$ cat src/rtl/sds_pkg.sv
package sds_pkg;
   typedef enum logic [1:0] {
      SRC_EXT_PIN   = 2'd0,
      SRC_MCLK      = 2'd1,
      SRC_HALF_RISE = 2'd2,
      SRC_HALF_FALL = 2'd3
   } sds_src_e;
endpackage

$ cat src/rtl/sds_sync.sv
// Chain of flops used both as a pin synchroniser and as an event delay line.
module sds_sync #(
   parameter int STAGES = 2,
   parameter int WIDTH  = 1
) (
   input  logic             clk,
   input  logic             rst_n,
   input  logic [WIDTH-1:0] d,
   output logic [WIDTH-1:0] q
);
   logic [WIDTH-1:0] stage [STAGES];

   for (genvar g = 0; g < STAGES; g++) begin : g_stage
      if (g == 0) begin : g_first
         always_ff @(posedge clk or negedge rst_n) begin
            if (!rst_n) stage[g] <= '0;
            else        stage[g] <= d;
         end
      end else begin : g_next
         always_ff @(posedge clk or negedge rst_n) begin
            if (!rst_n) stage[g] <= '0;
            else        stage[g] <= stage[g-1];
         end
      end
   end

   assign q = stage[STAGES-1];
endmodule

$ cat src/rtl/sds_clkgen.sv
// Modulator clock generator with a floor on the half period.
module sds_clkgen #(
   parameter int DIV_W    = 4,
   parameter int MIN_HALF = 2
) (
   input  logic             clk,
   input  logic             rst_n,
   input  logic             run,
   input  logic [DIV_W-1:0] half_div,
   output logic             mclk,
   output logic             rise_p,
   output logic             fall_p
);
   localparam logic [DIV_W-1:0] FLOOR = DIV_W'(MIN_HALF - 1);

   logic [DIV_W-1:0] cnt;
   logic [DIV_W-1:0] limit;

   assign limit = (half_div < FLOOR) ? FLOOR : half_div;

   always_ff @(posedge clk or negedge rst_n) begin
      if (!rst_n) begin
         cnt    <= '0;
         mclk   <= 1'b0;
         rise_p <= 1'b0;
         fall_p <= 1'b0;
      end else if (!run) begin
         cnt    <= '0;
         mclk   <= 1'b0;
         rise_p <= 1'b0;
         fall_p <= 1'b0;
      end else if (cnt >= limit) begin
         cnt    <= '0;
         mclk   <= ~mclk;
         rise_p <= ~mclk;
         fall_p <= mclk;
      end else begin
         cnt    <= cnt + 1'b1;
         rise_p <= 1'b0;
         fall_p <= 1'b0;
      end
   end
endmodule

$ cat src/rtl/sds_qualify.sv
// Decides which modulator clock events are sampling events; tracks half-rate phase.
module sds_qualify
   import sds_pkg::*;
#(
   parameter bit HALF_RATE_EN = 1'b1
) (
   input  logic     clk,
   input  logic     rst_n,
   input  logic     run,
   input  sds_src_e src,
   input  logic     sample_fall,
   input  logic     rise_p,
   input  logic     fall_p,
   output logic     take
);
   logic phase;

   if (HALF_RATE_EN) begin : g_half
      logic flip;
      assign flip = ((src == SRC_HALF_RISE) && rise_p) ||
                    ((src == SRC_HALF_FALL) && fall_p);
      always_ff @(posedge clk or negedge rst_n) begin
         if (!rst_n)    phase <= 1'b0;
         else if (!run) phase <= 1'b0;
         else if (flip) phase <= ~phase;
      end
   end else begin : g_nohalf
      assign phase = 1'b0;
   end

   always_comb begin
      unique case (src)
         SRC_MCLK:      take = sample_fall ? fall_p : rise_p;
         SRC_HALF_RISE: take = fall_p & phase;
         SRC_HALF_FALL: take = rise_p & phase;
         default:       take = 1'b0;
      endcase
   end
endmodule

$ cat src/rtl/sd_serial_sampler.sv
module sd_serial_sampler
   import sds_pkg::*;
#(
   parameter int DIV_W        = 4,
   parameter int SYNC_STAGES  = 2,
   parameter int MIN_HALF     = 2,
   parameter bit HALF_RATE_EN = 1'b1
) (
   input  logic             clk,
   input  logic             rst_n,
   input  logic             enable,
   input  logic [1:0]       src_sel,
   input  logic             sample_fall,
   input  logic [DIV_W-1:0] half_div,
   input  logic             ext_sck,
   input  logic             ext_sdat,
   output logic             mod_clk,
   output logic             smp_valid,
   output logic             smp_bit
);
   localparam int EV_DELAY = SYNC_STAGES - 1;

   if (SYNC_STAGES < 2) begin : g_bad_sync
      $error("SYNC_STAGES must be at least 2");
   end
   if (MIN_HALF < 2) begin : g_bad_half
      $error("MIN_HALF must be at least 2 to keep the serial clock at or below a quarter of clk");
   end
   if (DIV_W < 2) begin : g_bad_div
      $error("DIV_W must be at least 2");
   end

   sds_src_e src_e;
   assign src_e = sds_src_e'(src_sel);

   // Pin synchronisers
   logic [1:0] pins_s;
   logic       sck_s, dat_s, sck_q;

   sds_sync #(.STAGES(SYNC_STAGES), .WIDTH(2)) u_pin_sync (
      .clk  (clk),
      .rst_n(rst_n),
      .d    ({ext_sck, ext_sdat}),
      .q    (pins_s)
   );
   assign sck_s = pins_s[1];
   assign dat_s = pins_s[0];

   always_ff @(posedge clk or negedge rst_n) begin
      if (!rst_n) sck_q <= 1'b0;
      else        sck_q <= sck_s;
   end

   logic ext_take;
   assign ext_take = enable & (sample_fall ? (sck_q & ~sck_s) : (sck_s & ~sck_q));

   // Internal modulator clock and its sampling events
   logic rise_p, fall_p, int_take_raw, int_take;

   sds_clkgen #(.DIV_W(DIV_W), .MIN_HALF(MIN_HALF)) u_clkgen (
      .clk     (clk),
      .rst_n   (rst_n),
      .run     (enable),
      .half_div(half_div),
      .mclk    (mod_clk),
      .rise_p  (rise_p),
      .fall_p  (fall_p)
   );

   sds_qualify #(.HALF_RATE_EN(HALF_RATE_EN)) u_qualify (
      .clk        (clk),
      .rst_n      (rst_n),
      .run        (enable),
      .src        (src_e),
      .sample_fall(sample_fall),
      .rise_p     (rise_p),
      .fall_p     (fall_p),
      .take       (int_take_raw)
   );

   // Delay internal events to line up with the data synchroniser
   sds_sync #(.STAGES(EV_DELAY), .WIDTH(1)) u_ev_delay (
      .clk  (clk),
      .rst_n(rst_n),
      .d    (int_take_raw),
      .q    (int_take)
   );

   logic take;
   assign take = (src_e == SRC_EXT_PIN) ? ext_take : int_take;

   always_ff @(posedge clk or negedge rst_n) begin
      if (!rst_n) begin
         smp_valid <= 1'b0;
         smp_bit   <= 1'b0;
      end else begin
         smp_valid <= take;
         if (take) smp_bit <= dat_s;
      end
   end
endmodule

$ cat config.mk
export PLATFORM = sky130hd
export DESIGN_NAME = sd_serial_sampler
export DESIGN_NICKNAME = d
export VERILOG_FILES = /design/src/rtl/sds_pkg.sv /design/src/rtl/sds_sync.sv /design/src/rtl/sds_clkgen.sv /design/src/rtl/sds_qualify.sv /design/src/rtl/sd_serial_sampler.sv
export SDC_FILE = /design/constraint.sdc
export NUM_CORES = 1
export LEC_CHECK = 0
export ABC_CLOCK_PERIOD_IN_PS = 3700
export BUFFER_PORTS_ARGS = -buffer_cell sky130_fd_sc_hd__buf_2
export CAP_MARGIN = 20
export CORE_ASPECT_RATIO = 0.7
export CORE_MARGIN = 2
export CORE_UTILIZATION = 40
export DETAILED_ROUTE_END_ITERATION = 8
export SYNTH_ARGS = -nofsm -noshare
export SYNTH_HDL_FRONTEND = slang
export SYNTH_HIERARCHICAL = 1
export SYNTH_SLANG_ARGS = --single-unit
$ cat constraint.sdc
create_clock -name clk -period 3.7 [get_ports clk]
set_clock_uncertainty 0.15 [all_clocks]
set_input_delay 0.74 -clock clk [delete_from_list [all_inputs] [get_ports clk]]
set_output_delay 0.74 -clock clk [all_outputs]
set_load 0.005 [all_outputs]
======== Yosys cells after proc, flatten, opt, wreduce, memory -nomap -nowiden ========
Cells that the tools add are included.
word-level totals
  flip-flop bits (word level) ............. 16
  output and inout bits ................... 3
  logic and storage cells ................. 47
  input port bits ......................... 12
cells by class
  bitwise operators ....................... 9
  reductions and logical operators ........ 4
  add/subtract/negate cells ............... 1
  mux-type cells .......................... 15
  eq/ne operators ......................... 5
  order comparisons ....................... 2
operators by type and width
  operator               count
  $mux W4                3
  $mux W1                11
  $and A1 B1 Y1          5
  $add A4 B1 Y4 const B  1
  $eq A2 B2 Y1 const B   2
  $ge A4 B4 Y1           1
  $lt A4 B1 Y1 const B   1
  $ne A2 B1 Y1 const B   2
  $not A1 Y1             4
  $pmux W1 S3            1
  $eq A2 B1 Y1 const B   1
  $logic_and A1 B1 Y1    2
  $logic_not A2 Y1       1
  $logic_or A1 B1 Y1     1

======== Depth between registers and ports, before layout ========
  word-level depth ........................ 5
  gate-level depth with buffers ........... 7
  mapped depth without buffers ............ 7

======== Cells and area by module ========
Netlist, hierarchy kept.
by module, submodules not included
  module                 area each (sq um)  seq. area each (sq um)  times used  cells an instance
  sds_clkgen             394.1              175.2                   1           35
  sd_serial_sampler      130.1              75.1                    1           9
  sds_sync (u_pin_sync)  115.1              100.1                   1           6
  sds_qualify            95.1               25.0                    1           11
  sds_sync (u_ev_delay)  25.0               25.0                    1           1

======== Least setup slack after synthesis ========
Ideal clock, no wire load.
  path type ............................... input -> register
  start point ............................. in half_div[1]
  end point ............................... reg u_clkgen.fall_p
  library setup time ...................... 0.120 ns
  buffers on the path ..................... 0
  data arrival time ....................... 2.062 ns
  cell stages on the path ................. 7
  required time ........................... 3.430 ns
  path slack .............................. 1.368 ns
  path through ............................ inv_1 > a31o_2 > ha_1 > nand2b_4 > a2111oi_4 > nor2_1 > and3_1
on the way
  longest elaborated chain between the ends .. 5
ends and longest elaborated chain
  element                 RTL line                 text
  start: declaration      sd_serial_sampler.sv:14  input logic [DIV_W-1:0] half_div,
  $lt A4 B1 Y1            sds_clkgen.sv:19         assign limit = (half_div < FLOOR) ? FLOOR : half_div;
  $mux W4 (*)             sds_clkgen.sv:19
  $ge A4 B4 Y1 (*)        sds_clkgen.sv:32         end else if (cnt >= limit) begin
  $mux W1 (*)             sds_clkgen.sv:32
  $mux W1 (*)             sds_clkgen.sv:27         end else if (!run) begin
  end signal: assignment  sds_clkgen.sv:36         fall_p <= mclk;
  end: declaration        sds_clkgen.sv:12         output logic fall_p
Mark *: on every way between the ends. The rest lies on a longest branch, timed or not.
A chain may end at the register's enable or synchronous reset.

======== Worst setup path in the final report ========
Same ends and word-level chain as after synthesis.

==> run_summary.xml <==
<?xml version="1.0" encoding="UTF-8"?>
<metrics>
  <group name="cells_and_area">
    <metric name="area_delta_synth_final" unit="%">15.7</metric>
    <metric name="nets" unit="">96</metric>
    <metric name="post_route_cells_drive_above_1_share" unit="%">32.1</metric>
    <metric name="antenna_cells" unit="">0</metric>
  </group>
  <group name="flow_run">
    <metric name="max-cap-violations" unit="">0</metric>
  </group>
  <group name="clock_tree">
    <metric name="tritoncts_num_sinks" unit="">16</metric>
    <metric name="worst_setup_hold_path_clk_slew" unit="ns">0.09</metric>
    <metric name="cts_buffers" unit="">3</metric>
    <metric name="cts_repair_resize_count" unit="">0</metric>
    <metric name="number_of_buffers_inserted_to_repair_setup_after_cts" unit="">0</metric>
    <metric name="cts_hold_buffers" unit="">0</metric>
    <metric name="cts_tree" unit="">done</metric>
    <metric name="htree_num_levels" unit="">1</metric>
    <metric name="clockRootBuffer" unit="">clkbuf_4</metric>
    <metric name="cts.path.max_buffers" unit="">2</metric>
    <metric name="worstSkewPairLatency" unit="ns">0.28</metric>
  </group>
  <group name="logic_synthesis">
    <metric name="synthesis.nets" unit="">79</metric>
    <metric name="netlist.top_cell.by_area" unit="">dfrtp_1</metric>
    <metric name="synth.top_cells.by_count" unit="">dfrtp_1, nor2_1, ha_1, inv_1, nand2_1</metric>
    <metric name="synth_enable_flop_cells" unit="">0</metric>
    <metric name="synthesis.area_per_instance" unit="um^2">12.2</metric>
    <metric name="synth_seq_cells" unit="">16</metric>
    <metric name="async_set_or_reset_register_ratio_after_synthesis" unit="%">100</metric>
    <metric name="synth-warning-count" unit="">6</metric>
    <metric name="synthMostInstantiatedCell" unit="">dfrtp_1</metric>
    <metric name="yosysUniqueCellTypes" unit="">27</metric>
    <metric name="yosys_top_cell_area_share" unit="%">52.7</metric>
    <metric name="yosys-top-cells-area" unit="">dfrtp_1, ha_1, a2111oi_4</metric>
    <metric name="dominantRegCellSynth" unit="">dfrtp_1</metric>
    <metric name="post_synth_inst_count" unit="">62</metric>
    <metric name="seq_area_frac_synth" unit="%">52.7</metric>
    <metric name="syn-cell-area" unit="um^2">759</metric>
  </group>
  <group name="power">
    <metric name="p_sw" unit="mW">0.0919</metric>
    <metric name="p_clk_share" unit="%">29.6</metric>
    <metric name="power_leakage" unit="nW">0.453</metric>
    <metric name="p_seq_share" unit="%">52.8</metric>
    <metric name="design_power_total" unit="mW">0.375</metric>
    <metric name="peakVddDrop" unit="uV">282</metric>
    <metric name="netSwitchingFraction" unit="%">24.5</metric>
    <metric name="combPwrFrac" unit="%">17.6</metric>
    <metric name="cellPowerDensity" unit="nW/um^2">427</metric>
    <metric name="p_int" unit="mW">0.283</metric>
  </group>
  <group name="timing">
    <metric name="finalWorstSetupSlack" unit="ns">1.51</metric>
    <metric name="hold_viol" unit="">0</metric>
    <metric name="worstMarginPinSlew" unit="ns">0.353</metric>
    <metric name="achievable-frequency" unit="MHz">457</metric>
    <metric name="setup_tns" unit="ns">0</metric>
    <metric name="slew_headroom" unit="%">76.5</metric>
    <metric name="layout_worst_path_cycle_share" unit="%">59.2</metric>
    <metric name="grt_setup_unrepaired" unit="">false</metric>
    <metric name="final-max-slew-violation-count" unit="">0</metric>
    <metric name="hold_slack" unit="ns">0.196</metric>
    <metric name="finalSetupViolations" unit="">0</metric>
    <metric name="fin_crit" unit="ns">2.19</metric>
  </group>
  <group name="detailed_routing">
    <metric name="initial_detailed_routing_violation_count" unit="">7</metric>
    <metric name="detail_route_antenna_nets" unit="">0</metric>
    <metric name="route.vias.total" unit="">465</metric>
    <metric name="drt_drc" unit="">0</metric>
    <metric name="finalWirelength" unit="um">1120</metric>
    <metric name="avgViaCountPerCell" unit="">4.65</metric>
    <metric name="wl_per_cell" unit="um">11.2</metric>
    <metric name="firstDrtPassIters" unit="">2</metric>
  </group>
  <group name="floorplan">
    <metric name="die_w" unit="um">56.1</metric>
    <metric name="floorplan.initialDensity" unit="%">41.7</metric>
    <metric name="die-height" unit="um">40.5</metric>
    <metric name="row_count" unit="">13</metric>
    <metric name="core-area" unit="um^2">1820</metric>
    <metric name="design.die.area" unit="um^2">2270</metric>
    <metric name="num_io_pins" unit="">15</metric>
  </group>
  <group name="setup_path">
    <metric name="slowest_cell_on_crit_path" unit="">a2111oi_4</metric>
    <metric name="worstPathArrival" unit="ns">2.22</metric>
    <metric name="timing.critical_path.to_type" unit="">flip-flop</metric>
    <metric name="startpoint" unit="">half_div[1]</metric>
    <metric name="crit_chain" unit="">buf_2, inv_1, a31o_2, ha_1, nand2b_4, a2111oi_4, nor2_1, and3_1</metric>
    <metric name="timing.critical_path.max_delay_family" unit="">compound AO/OA/AOI/OAI gates</metric>
    <metric name="slowest_delay" unit="ns">0.41</metric>
    <metric name="critPathKind" unit="">in2reg</metric>
    <metric name="timing.critical_path.from_type" unit="">input pin</metric>
    <metric name="crit_fanout" unit="">3</metric>
    <metric name="crit_buf_inv" unit="">2</metric>
    <metric name="critPathRequiredTime" unit="ns">3.73</metric>
    <metric name="worst_r2r_startpoint" unit="">u_clkgen/cnt[0]</metric>
  </group>
  <group name="placement">
    <metric name="dp_hpwl" unit="um">887</metric>
    <metric name="preCtsSetupSlack" unit="ns">1.21</metric>
    <metric name="port_buffer_cells" unit="">14</metric>
    <metric name="gpl.final_weighted_congestion" unit="">0.710</metric>
  </group>
  <group name="global_routing">
    <metric name="grt_first_pass_wirelength" unit="um">2010</metric>
    <metric name="grt_remaining_overflow" unit="">0</metric>
    <metric name="grt_util_all_layers" unit="%">12.7</metric>
    <metric name="first_global_vias" unit="">463</metric>
    <metric name="maximum_number_of_pins_on_one_net_before_global_route_repair" unit="">17</metric>
    <metric name="grt_antenna_before_repair" unit="">0</metric>
  </group>
  <group name="run_status">
    <metric name="run_status" unit="">completed</metric>
  </group>
  <group name="hold_path">
    <metric name="hold_path_class" unit="">in2async</metric>
  </group>
</metrics>
[power by group through the flow]
stage / logic, mW / registers, mW / clock network, mW
global placement: 0.0660 / 0.201 / 0
floorplan: 0.0452 / 0.200 / 0
finish: 0.0660 / 0.198 / 0.111
detailed placement: 0.0671 / 0.201 / 0
CTS: 0.0672 / 0.198 / 0.118
global route: 0.0753 / 0.200 / 0.128
[logic make-up (layout without fill, tap and decap cells)]
kind of cell    count (synthesis)  count (layout)  share of synthesized area, %
flops                          16              16                          52.7
buf+inv                         7              23                          4.45
fa+ha+maj                       5               5                          8.24
simple gates                   18              18                          13.5
xor+xnor                        2               2                          2.31
mux                             5               5                          7.08
compound gates                  9               9                          11.7
[worst paths after layout]
path                                       endpoint  slack (ns)  depth (start not counted)
worst min register to register      u_pin_sync/q[0]        0.20                          0
worst min-delay path                u_qualify/phase        0.20                          1
worst max-delay path                u_clkgen/fall_p        1.51                          8
worst max register to register      u_clkgen/fall_p        1.85                          6
min in group clk                    u_pin_sync/q[0]        0.20                          0
max in group asynchronous       u_pin_sync/stage[2]        2.94                          1
[sequential cells by signal (all words and copies together), names as in the netlist]
register	flops
smp_valid	1
u_qualify/phase	1
u_pin_sync/q	2
smp_bit	1
u_pin_sync/stage	2
u_clkgen/cnt	4
u_clkgen/rise_p	1
u_clkgen/mclk	1
u_ev_delay/q	1
u_clkgen/fall_p	1
sck_q	1
[routing by layer]
metal | routed length (um) | up-vias | global-route usage [%]
met1 | 565 | 211 | 15.2
li1 | - | 243 | -
met4 | 5 | 0 | 3.57
met2 | 496 | 9 | 20.3
met5 | 0 | - | 0
met3 | 55 | 2 | 6.77
[cells in the final DEF (no fill, tap or decap), types with 2 or more instances in the layout]
cell,Yosys,final
buf_2,0,14
clkbuf_4,0,3
ha_1,5,5
dfrtp_1,16,16
inv_1,5,5
mux2_1,2,2
nor2_1,6,6
mux2i_1,2,2
nand2_1,5,5
[worst reg2reg max path, delay by kind of cell, from the launching register on]
family | cells | cell delay [ns]
compound gates | 1 | 0.41
buf+inv | 1 | 0.07
flops | 1 | 0.39
simple gates | 3 | 0.45
fa+ha+maj | 1 | 0.29
[cell type report]
class	instances	area, um^2
fill	168	943
sequential	16	400
multi-input combinational	39	325
timing repair buffer	14	70.1
clock buffer	4	36.3
tap	22	27.5
inverter	5	18.8
[stage by stage]
step / util (%) / instance area, um^2 / std cells
2_1_floorplan: - / 759 / 62
3_3_place_gp: 46.2 / 842 / 96
3_5_place_dp: 46.2 / 842 / 96
4_1_cts: 48.2 / 878 / 100
5_1_grt: 48.2 / 878 / 100
6_report: 48.2 / 878 / 100
Power figures use the tool's default switching activity.
